[src/rtl/pwm_out_pkg.sv]
package pwm_out_pkg;

  typedef enum logic [2:0] {
    WK_NORMAL = 3'd0,
    WK_CTC    = 3'd1,
    WK_FAST   = 3'd2,
    WK_PHASE  = 3'd3,
    WK_PHFREQ = 3'd4
  } wave_kind_e;

  typedef struct packed {
    wave_kind_e kind;
    logic       top_from_a;
    logic       top_from_reg;
    logic       a_toggle_ok;
  } wave_cfg_t;

  // Mode code -> counting style and TOP source.
  function automatic wave_cfg_t decode_wave(input logic [3:0] code);
    wave_cfg_t c;
    c.kind         = WK_NORMAL;
    c.top_from_a   = 1'b0;
    c.top_from_reg = 1'b0;
    c.a_toggle_ok  = 1'b0;
    case (code)
      4'd4:  begin c.kind = WK_CTC;    c.top_from_a = 1'b1; end
      4'd8:  begin c.kind = WK_PHFREQ; c.top_from_reg = 1'b1; end
      4'd9:  begin c.kind = WK_PHFREQ; c.top_from_a = 1'b1; c.a_toggle_ok = 1'b1; end
      4'd10: begin c.kind = WK_PHASE;  c.top_from_reg = 1'b1; end
      4'd11: begin c.kind = WK_PHASE;  c.top_from_a = 1'b1; c.a_toggle_ok = 1'b1; end
      4'd14: begin c.kind = WK_FAST;   c.top_from_reg = 1'b1; c.a_toggle_ok = 1'b1; end
      4'd15: begin c.kind = WK_FAST;   c.top_from_a = 1'b1; c.a_toggle_ok = 1'b1; end
      default: ;
    endcase
    return c;
  endfunction

  function automatic logic kind_is_pwm(input wave_kind_e k);
    return (k == WK_FAST) || (k == WK_PHASE) || (k == WK_PHFREQ);
  endfunction

  function automatic logic kind_is_dual(input wave_kind_e k);
    return (k == WK_PHASE) || (k == WK_PHFREQ);
  endfunction

  // Whether a channel owns its pin.
  function automatic logic channel_driven(input logic pwm, input logic [1:0] com,
                                          input logic tog_ok);
    logic d;
    if (com == 2'b00)      d = 1'b0;
    else if (!pwm)         d = 1'b1;
    else if (com == 2'b01) d = tog_ok;
    else                   d = 1'b1;
    return d;
  endfunction

  // Next pin state for one enabled clock.
  function automatic logic next_pin(input logic cur, input logic pwm, input logic dual,
                                    input logic [1:0] com, input logic tog_ok,
                                    input logic hit, input logic cmp_at_top,
                                    input logic turn, input logic leave_up);
    logic inv;
    logic skip;
    logic nxt;
    nxt  = cur;
    inv  = com[0];
    skip = pwm && com[1] && cmp_at_top;
    if (!pwm) begin
      case (com)
        2'b01:   if (hit) nxt = !cur;
        2'b10:   if (hit) nxt = 1'b0;
        2'b11:   if (hit) nxt = 1'b1;
        default: ;
      endcase
    end else if (com == 2'b01) begin
      if (tog_ok && hit) nxt = !cur;
    end else if (com != 2'b00) begin
      if (skip) begin
        if (turn) nxt = !inv;
      end else if (!dual) begin
        if (turn)     nxt = !inv;
        else if (hit) nxt = inv;
      end else if (hit) begin
        nxt = leave_up ? inv : !inv;
      end
    end
    return nxt;
  endfunction

endpackage

[src/rtl/pwm_updown_counter.sv]
module pwm_updown_counter #(
  parameter int CNT_W = 16
) (
  input  logic             clk,
  input  logic             rst_n,
  input  logic             en,
  input  logic             dual,
  input  logic [CNT_W-1:0] top,
  output logic [CNT_W-1:0] count,
  output logic             dir_up,
  output logic             leave_up,
  output logic             turn,
  output logic             bottom_up
);
  localparam logic [CNT_W-1:0] ONE = {{(CNT_W-1){1'b0}}, 1'b1};

  logic [CNT_W-1:0] cnt_q, cnt_d;
  logic             up_q, up_d;

  // Direction in which the counter leaves its current value.
  assign leave_up  = dual ? (up_q ? (cnt_q < top) : (cnt_q == '0)) : 1'b1;
  assign turn      = (cnt_q >= top) && (!dual || up_q);
  assign bottom_up = (cnt_q == '0) && leave_up;

  always_comb begin
    cnt_d = cnt_q;
    up_d  = up_q;
    if (!dual) begin
      up_d  = 1'b1;
      cnt_d = turn ? '0 : cnt_q + ONE;
    end else if (up_q) begin
      if (turn) begin
        up_d  = 1'b0;
        cnt_d = (cnt_q == '0) ? '0 : cnt_q - ONE;
      end else begin
        cnt_d = cnt_q + ONE;
      end
    end else begin
      if (cnt_q == '0) begin
        up_d  = 1'b1;
        cnt_d = (top == '0) ? '0 : ONE;
      end else begin
        cnt_d = cnt_q - ONE;
      end
    end
  end

  always_ff @(posedge clk or negedge rst_n) begin
    if (!rst_n) begin
      cnt_q <= '0;
      up_q  <= 1'b1;
    end else if (en) begin
      cnt_q <= cnt_d;
      up_q  <= up_d;
    end
  end

  assign count  = cnt_q;
  assign dir_up = up_q;
endmodule

[src/rtl/pwm_cmp_shadow.sv]
module pwm_cmp_shadow #(
  parameter int CNT_W = 16
) (
  input  logic             clk,
  input  logic             rst_n,
  input  logic             load,
  input  logic             pwm,
  input  logic [CNT_W-1:0] raw,
  output logic [CNT_W-1:0] eff
);
  logic [CNT_W-1:0] shadow_q;

  always_ff @(posedge clk or negedge rst_n) begin
    if (!rst_n)    shadow_q <= '0;
    else if (load) shadow_q <= raw;
  end

  // The shadow only applies in PWM modes; otherwise compares are live.
  assign eff = pwm ? shadow_q : raw;
endmodule

[src/rtl/pwm_out_channel.sv]
module pwm_out_channel
  import pwm_out_pkg::*;
#(
  parameter int CNT_W = 16,
  parameter bit IS_A  = 1'b0
) (
  input  logic             clk,
  input  logic             rst_n,
  input  logic             en,
  input  logic             pwm,
  input  logic             dual,
  input  logic             a_tog_mode,
  input  logic [1:0]       com,
  input  logic [CNT_W-1:0] cnt,
  input  logic [CNT_W-1:0] cmp,
  input  logic [CNT_W-1:0] top,
  input  logic             turn,
  input  logic             leave_up,
  output logic             pin,
  output logic             drv
);
  logic tog_ok;
  logic hit;
  logic cmp_at_top;
  logic pin_q;

  generate
    if (IS_A) begin : g_tog_a
      assign tog_ok = a_tog_mode;
    end else begin : g_tog_b
      assign tog_ok = 1'b0;
    end
  endgenerate

  assign hit        = (cnt == cmp);
  assign cmp_at_top = (cmp == top);

  always_ff @(posedge clk or negedge rst_n) begin
    if (!rst_n)  pin_q <= 1'b0;
    else if (en) pin_q <= next_pin(pin_q, pwm, dual, com, tog_ok, hit, cmp_at_top,
                                   turn, leave_up);
  end

  assign drv = channel_driven(pwm, com, tog_ok);
  assign pin = drv & pin_q;
endmodule

[src/rtl/pwm_compare_unit.sv]
module pwm_compare_unit
  import pwm_out_pkg::*;
#(
  parameter int CNT_W = 16
) (
  input  logic             clk,
  input  logic             rst_n,
  input  logic             cnt_en,
  input  logic [3:0]       wave_mode,
  input  logic [1:0]       com_a,
  input  logic [1:0]       com_b,
  input  logic [CNT_W-1:0] top_val,
  input  logic [CNT_W-1:0] cmp_a_val,
  input  logic [CNT_W-1:0] cmp_b_val,
  output logic             pin_a,
  output logic             pin_a_drv,
  output logic             pin_b,
  output logic             pin_b_drv,
  output logic [CNT_W-1:0] count
);
  localparam int NUM_CH = 2;

  wave_cfg_t cfg;
  logic      pwm;
  logic      dual;

  logic [NUM_CH-1:0][CNT_W-1:0] cmp_raw;
  logic [NUM_CH-1:0][CNT_W-1:0] cmp_eff;
  logic [NUM_CH-1:0][1:0]       com_v;
  logic [NUM_CH-1:0]            pin_v;
  logic [NUM_CH-1:0]            drv_v;

  logic [CNT_W-1:0] top_eff;
  logic [CNT_W-1:0] cmp_eff_a;
  logic             dir_up;
  logic             leave_up;
  logic             turn;
  logic             bottom_up;
  logic             shadow_load;

  assign cfg  = decode_wave(wave_mode);
  assign pwm  = kind_is_pwm(cfg.kind);
  assign dual = kind_is_dual(cfg.kind);

  assign cmp_raw   = {cmp_b_val, cmp_a_val};
  assign com_v     = {com_b, com_a};
  assign cmp_eff_a = cmp_eff[0];

  assign top_eff = cfg.top_from_a   ? cmp_eff[0] :
                   cfg.top_from_reg ? top_val    : '1;

  // Shadows follow the inputs while stopped; otherwise once per PWM period.
  assign shadow_load = !cnt_en ||
                       (pwm && ((cfg.kind == WK_PHFREQ) ? bottom_up : turn));

  pwm_updown_counter #(.CNT_W(CNT_W)) u_cnt (
    .clk       (clk),
    .rst_n     (rst_n),
    .en        (cnt_en),
    .dual      (dual),
    .top       (top_eff),
    .count     (count),
    .dir_up    (dir_up),
    .leave_up  (leave_up),
    .turn      (turn),
    .bottom_up (bottom_up)
  );

  generate
    for (genvar ch = 0; ch < NUM_CH; ch++) begin : g_ch
      pwm_cmp_shadow #(.CNT_W(CNT_W)) u_shadow (
        .clk   (clk),
        .rst_n (rst_n),
        .load  (shadow_load),
        .pwm   (pwm),
        .raw   (cmp_raw[ch]),
        .eff   (cmp_eff[ch])
      );

      pwm_out_channel #(.CNT_W(CNT_W), .IS_A(ch == 0)) u_out (
        .clk        (clk),
        .rst_n      (rst_n),
        .en         (cnt_en),
        .pwm        (pwm),
        .dual       (dual),
        .a_tog_mode (cfg.a_toggle_ok),
        .com        (com_v[ch]),
        .cnt        (count),
        .cmp        (cmp_eff[ch]),
        .top        (top_eff),
        .turn       (turn),
        .leave_up   (leave_up),
        .pin        (pin_v[ch]),
        .drv        (drv_v[ch])
      );
    end
  endgenerate

  assign pin_a     = pin_v[0];
  assign pin_a_drv = drv_v[0];
  assign pin_b     = pin_v[1];
  assign pin_b_drv = drv_v[1];
endmodule

[config.mk]
export PLATFORM = sky130hd
export DESIGN_NAME = pwm_compare_unit
export DESIGN_NICKNAME = d
export VERILOG_FILES = /design/src/rtl/pwm_out_pkg.sv /design/src/rtl/pwm_updown_counter.sv /design/src/rtl/pwm_cmp_shadow.sv /design/src/rtl/pwm_out_channel.sv /design/src/rtl/pwm_compare_unit.sv
export SDC_FILE = /design/constraint.sdc
export NUM_CORES = 1
export LEC_CHECK = 0
export BUFFER_PORTS_ARGS = -buffer_cell sky130_fd_sc_hd__buf_2
export CAP_MARGIN = 25
export CORE_ASPECT_RATIO = 1.2
export CORE_MARGIN = 3
export CORE_UTILIZATION = 53
export CTS_CLUSTER_DIAMETER = 60
export DETAILED_ROUTE_END_ITERATION = 12
export MAX_ROUTING_LAYER = met4
export PLACE_DENSITY = 0.79
export SLEW_MARGIN = 15
export SYNTH_ARGS = -nofsm -noshare
export SYNTH_HDL_FRONTEND = slang
export SYNTH_SLANG_ARGS = --single-unit
[constraint.sdc]
create_clock -name clk -period 9.2 [get_ports clk]
set_input_delay 1.84 -clock clk [delete_from_list [all_inputs] [get_ports clk]]
set_output_delay 1.84 -clock clk [all_outputs]
set_load 0.05 [all_outputs]
==> results.sh, run 1 <==
export IMPL_ios=79
export IMPL_ys_flop_type="dfrtp_1"
export IMPL_drive_gt1_share_pct=17.0
export IMPL_path_class="in -> reg"
export IMPL_layout_nets=802
export IMPL_rsz0062_at_grt="no"
export IMPL_final_common_cell="buf_2"
export IMPL_htreeDepth=2
export IMPL_cts_hold_buffers=0
export IMPL_cp_required_ps=9390
export IMPL_drtPass1Iterations=6
export IMPL_netlist_area_um2=5330
export IMPL_layout_common_cells="buf_2, inv_1, a21oi_1"
export IMPL_ys_seq_area_share_pct=24.0
export IMPL_fp_dieArea_um2=11300
export IMPL_path_cells="buf_2 -> inv_1 -> nor2_2 -> buf_4 -> a22o_1 -> ha_1 -> nand4_1 -> nor4_1 -> o311ai_1 -> nand3_1 -> nor2_1 -> inv_1 -> a21oi_1 -> o21a_1 -> buf_4 -> mux2_2"
export IMPL_yosysTopAreaCell="dfrtp_1"
export IMPL_grt_ovfl_total=0
export IMPL_synthTopCellsByArea="dfrtp_1, a21oi_1, mux2i_1"
export IMPL_fin_area_um2=5910
export IMPL_grt_max_degree=43
export IMPL_via_per_inst=7.06
export IMPL_ant_nets=0
export IMPL_slowest_stage="nor2_2"
export IMPL_status="complete, no violations"
export IMPL_core_area_um2=9660
export IMPL_syn_inst=671
export IMPL_finalCritPeriodShare_pct=75.8
export IMPL_clockRootBuffer="clkbuf_16"
export IMPL_path_buf_inv=5
export IMPL_critPathLaunch="wave_mode[3]"
export IMPL_first_iter_violations=685
export IMPL_p_leak_nw=2.68
export IMPL_r2r_start="g_ch[0].u_shadow.shadow_q[3]"
export IMPL_power_density_nw_per_um2=166
export IMPL_synth_top_area_share_pct=23.5
export IMPL_grt_pass1_wl_um=31800
export IMPL_slew_violations=0
export IMPL_worstHoldStart="g_ch[1].u_shadow.shadow_q[0]"
export IMPL_arrival_ps=7160
export IMPL_setup_violations=0
export IMPL_async_flop_share_pct=100
export IMPL_hold_path_class="reg -> reg"
export IMPL_path_delay_family="buffers and inverters"
export IMPL_gp_congestion=1.06
export IMPL_cts_buffers=5
export IMPL_cts_sinks=51
export IMPL_ctsResizeCount=0
export IMPL_clock_path_buffers=2
export IMPL_yosysWarnings=0
export IMPL_holdWs_ps=518
export IMPL_port_buffers=78
export IMPL_antenna_found_initial=0
export IMPL_fin_tns_setup_ps=0
export IMPL_drc_errors=0
export IMPL_vias=5966
export IMPL_die_w_um=97.5
export IMPL_path_max_fanout=42
export IMPL_cts_tree="done"
export IMPL_start_util_pct=55.1
export IMPL_irDropWorstVdd_mv=0.149
export IMPL_period_needed_ps=6970
export IMPL_postSynthNetCount=752
export IMPL_synth_cell_types=67
export IMPL_hold_viol=0
export IMPL_grt_use_total_pct=36.6
export IMPL_final_cells=845
export IMPL_clkTransAtPathRegs_ps=80
export IMPL_syn_to_final_growth_pct=10.9
export IMPL_clk_latency_ps=300
export IMPL_core_rowCount=39
export IMPL_grt_pass1_vias=5901
export IMPL_wirelength_um=20500
export IMPL_drv_cap=0
export IMPL_relSlewSlack_pct=45.2
export IMPL_ys_ff_latch=51
export IMPL_post_drt_wl_per_cell_um=24.3
export IMPL_max_freq_mhz=143
export IMPL_power_mw=0.982
export IMPL_place_inst=836
export IMPL_hpwl_um=15400
export IMPL_worst_pin_slew_ps=820
export IMPL_fin_skew_ps=8.64
export IMPL_critPathMaxStageDelay_ps=670
export IMPL_synth_edff_count=0
export IMPL_post_cts_buffers=0
export IMPL_diodes=0
export IMPL_syn_mean_instance_area_um2=7.94
export IMPL_crit_path_end_kind="register"
export IMPL_fp_dieH_um=116
export IMPL_cp_start_kind="primary input"
export IMPL_dpl_cell_area_um2=5750
[power by group]
group / leakage (nW) / switching, mW / internal [mW]
clock network: 0.0748 / 0.0958 / 0.104
registers: 0.613 / 0.0995 / 0.257
logic: 1.99 / 0.274 / 0.153
[worst register-to-register path: cells and delay by family, from the launching register on]
kind / cells / cell delay [ps]
buf+inv: 3 / 700
flops: 1 / 420
simple gates: 3 / 850
mux: 2 / 500
fa+ha+maj: 1 / 240
compound gates: 5 / 1680
[cell usage after synthesis, drive strengths merged, types with 5 or more instances]
cell / n
inv: 66
a21oi: 59
dfrtp: 50
nor2: 36
o21ai: 34
clkbuf: 29
mux2i: 29
nand3: 26
mux2: 23
ha: 22
nand2: 22
o22ai: 22
nor3: 21
xnor2: 20
buf: 16
nor4: 14
and3: 13
xor2: 11
a22oi: 10
o31ai: 10
a32oi: 9
nand4: 9
o221ai: 8
a22o: 7
a31oi: 7
a221oi: 6
a211oi: 5
and4: 5
nor4b: 5
or3: 5
[state kept, by name, indices dropped and copies added (netlist names)]
register,cells
g_ch.u_shadow.shadow_q,32
u_cnt.count,16
g_ch.u_out.pin_q,2
u_cnt.dir_up,1
[metrics by stage]
step	worst slack [ps]	util [%]
6_report	2230	61.1
5_1_grt	1990	61.1
4_1_cts	2380	61.1
3_5_place_dp	2120	59.5
3_3_place_gp	2250	59.5
2_1_floorplan	3260	-
[final cells by class]
cell class                      count  area [um2]
Fill cell                         884        3760
Clock buffer                        5         125
Inverter                           66         248
Tap cell                          123         154
Clock inverter                      3        26.3
Timing Repair Buffer               88         463
Sequential cell                    51        1280
Multi-Input combinational cell    509        3610
[final timing paths]
path,end,slack (ps),depth (start not counted)
worst min register to register,g_ch[1].u_shadow.shadow_q[0],520,1
worst max-delay path,g_ch[0].u_shadow.shadow_q[15],2230,16
worst min-delay path,g_ch[1].u_shadow.shadow_q[0],520,1
worst max register to register,g_ch[0].u_shadow.shadow_q[15],4710,14
max in group asynchronous,g_ch[1].u_shadow.shadow_q[0],6840,2
min in group asynchronous,g_ch[0].u_shadow.shadow_q[0],1530,1
[cells by family after synthesis]
family	Yosys count	share of synthesized area, %
simple gates	178	18.2
compound gates	226	29.0
mux	52	10.3
buf+inv	111	8.27
fa+ha+maj	22	5.17
xor+xnor	31	5.10
flops	51	24.0
[routing by layer]
layer	share of wire, %	wire [um]	vias to the layer above	track usage [%]
li1	-	-	2649	-
met1	37	7680	2796	43.3
met2	48	9760	433	61.6
met3	10	2060	88	5.12
met4	4.9	1010	0	18.2
met5	0	0	-	-
No activity file was read; power rests on OpenSTA's default activity.
==> run 2: changes to the inputs <==
--- a/config.mk
+++ b/config.mk
@@ -13,7 +13,7 @@
 export CTS_CLUSTER_DIAMETER = 60
 export DETAILED_ROUTE_END_ITERATION = 12
 export MAX_ROUTING_LAYER = met4
-export PLACE_DENSITY = 0.79
+export PLACE_DENSITY = 0.82
 export SLEW_MARGIN = 15
 export SYNTH_ARGS = -nofsm -noshare
 export SYNTH_HDL_FRONTEND = slang
==> constraint.sdc (replaced) <==
create_clock -name clk -period 6.1 [get_ports clk]
set_input_delay 1.22 -clock clk [delete_from_list [all_inputs] [get_ports clk]]
set_output_delay 1.22 -clock clk [all_outputs]
set_load 0.05 [all_outputs]
==> results.sh, run 2 (synthesized netlist as in run 1, its figures left out) <==
export IMPL_fin_skew_ps=4.94
export IMPL_ant_nets=0
export IMPL_period_needed_ps=4940
export IMPL_slew_violations=0
export IMPL_power_density_nw_per_um2=254
export IMPL_fin_area_um2=5990
export IMPL_vias=6147
export IMPL_die_w_um=97.5
export IMPL_holdWs_ps=508
export IMPL_grt_pass1_wl_um=31900
export IMPL_switching_share_pct=46.4
export IMPL_setup_violations=0
export IMPL_layout_common_cells="buf_2, inv_1, a21oi_1"
export IMPL_max_freq_mhz=203
export IMPL_critPathMaxStageDelay_ps=500
export IMPL_multi_input_area_um2=3610
export IMPL_grt_use_total_pct=36.7
export IMPL_drive_gt1_share_pct=17.8
export IMPL_slowest_stage="buf_2"
export IMPL_path_class="in -> reg"
export IMPL_path_buf_inv=5
export IMPL_fp_dieArea_um2=11300
export IMPL_clockRootBuffer="clkbuf_16"
export IMPL_port_buffers=78
export IMPL_largest_reg_flops=32
export IMPL_post_drt_wl_per_cell_um=24.0
export IMPL_hold_viol=0
export IMPL_clock_path_buffers=2
export IMPL_cp_start_kind="primary input"
export IMPL_cts_sinks=51
export IMPL_cp_required_ps=6290
export IMPL_grt_ovfl_total=0
export IMPL_p_int_mw=0.815
export IMPL_via_per_inst=7.21
export IMPL_layout_nets=810
export IMPL_path_max_fanout=32
export IMPL_ctsResizeCount=0
export IMPL_wirelength_um=20500
export IMPL_gp_congestion=1.15
export IMPL_grt_max_degree=52
export IMPL_crit_path_end_kind="register"
export IMPL_clkTransAtPathRegs_ps=70
export IMPL_clockPowerShare_pct=21.6
export IMPL_start_util_pct=55.1
export IMPL_ios=79
export IMPL_seqCellArea_um2=1280
export IMPL_finalCritPeriodShare_pct=80.9
export IMPL_core_rowCount=39
export IMPL_hold_path_class="reg -> reg"
export IMPL_hpwl_um=15000
export IMPL_drv_cap=0
export IMPL_power_switching_mw=0.705
export IMPL_rsz0062_at_grt="no"
export IMPL_dpl_cell_area_um2=5830
export IMPL_cts_buffers=5
export IMPL_relSlewSlack_pct=53.1
export IMPL_power_frac_comb_pct=42.5
export IMPL_fp_dieH_um=116
export IMPL_post_cts_buffers=0
export IMPL_syn_to_final_growth_pct=12.5
export IMPL_clk_latency_ps=300
export IMPL_status="complete, no violations"
export IMPL_final_common_cell="buf_2"
export IMPL_htreeDepth=2
export IMPL_first_iter_violations=900
export IMPL_path_delay_family="simple AND/OR/NAND/NOR gates"
export IMPL_drtPass1Iterations=9
export IMPL_diodes=0
export IMPL_seqPwrFrac_pct=35.9
export IMPL_p_leak_nw=2.72
export IMPL_drc_errors=0
export IMPL_path_cells="buf_2 -> nor4b_4 -> buf_4 -> a22oi_1 -> inv_1 -> ha_1 -> nand4_1 -> nor4_1 -> nand4_1 -> nor3_1 -> nor2_1 -> inv_1 -> a21oi_1 -> o21a_1 -> buf_12 -> mux2_1"
export IMPL_cts_hold_buffers=0
export IMPL_cts_tree="done"
export IMPL_fin_tns_setup_ps=0
export IMPL_largest_register="g_ch.u_shadow.shadow_q"
export IMPL_worst_pin_slew_ps=703
export IMPL_arrival_ps=5120
export IMPL_grt_pass1_vias=5974
export IMPL_irDropWorstVdd_mv=0.197
export IMPL_power_mw=1.52
export IMPL_core_area_um2=9660
export IMPL_n_fill_cell=897
export IMPL_antenna_found_initial=0
## run 2: final timing paths
| path | to | slack, ps | cells after the start | from |
|---|---|---|---|---|
| hold reg to reg | g_ch[1].u_shadow.shadow_q[7] | 510 | 1 | g_ch[1].u_shadow.shadow_q[7] |
| setup reg to reg | g_ch[0].u_shadow.shadow_q[3] | 2400 | 14 | g_ch[0].u_shadow.shadow_q[10] |
| setup / recovery | g_ch[0].u_shadow.shadow_q[3] | 1160 | 16 | wave_mode[0] |
| min in group asynchronous | g_ch[0].u_shadow.shadow_q[6] | 1050 | 2 | rst_n |
| hold / removal | g_ch[1].u_shadow.shadow_q[7] | 510 | 1 | g_ch[1].u_shadow.shadow_q[7] |
| max in group asynchronous | u_cnt.count[15] | 4580 | 2 | rst_n |
## run 2: cell type report
class,instances,area share (%)
flip-flops and latches,51,21.3
clock buffers,5,2.09
well taps,123,2.57
inverters,66,4.13
multi-input cells,509,60.3
repair buffers,96,8.98
clock inverters,2,0.626
## run 2: layer usage
| metal | GRT usage (%) | wire length (um) | vias to the layer above | share of wire [%] |
|---|---|---|---|---|
| met5 | - | 0 | - | 0 |
| met4 | 22.6 | 1390 | 0 | 6.8 |
| met3 | 6.14 | 2110 | 122 | 10 |
| met2 | 58.8 | 9620 | 487 | 47 |
| met1 | 43.2 | 7330 | 2874 | 36 |
| li1 | - | - | 2664 | - |
## run 2: power by group through the flow
stage / Sequential (mW) / Clock (mW) / Combinational [mW]
2_1_floorplan: 0.528 / 0 / 0.420
3_3_place_gp: 0.540 / 0 / 0.617
3_5_place_dp: 0.542 / 0 / 0.629
4_1_cts: 0.535 / 0.335 / 0.633
5_1_grt: 0.552 / 0.345 / 0.696
6_report: 0.545 / 0.329 / 0.647
## run 2: metrics by stage
stage | utilization, % | setup slack, ps | instances
finish | 62.0 | 1160 | 852
CTS | 62.0 | 1240 | 852
detailed placement | 60.3 | 903 | 845
floorplan | - | 1400 | 671
global placement | 60.3 | 1100 | 845
global route | 62.0 | 904 | 852
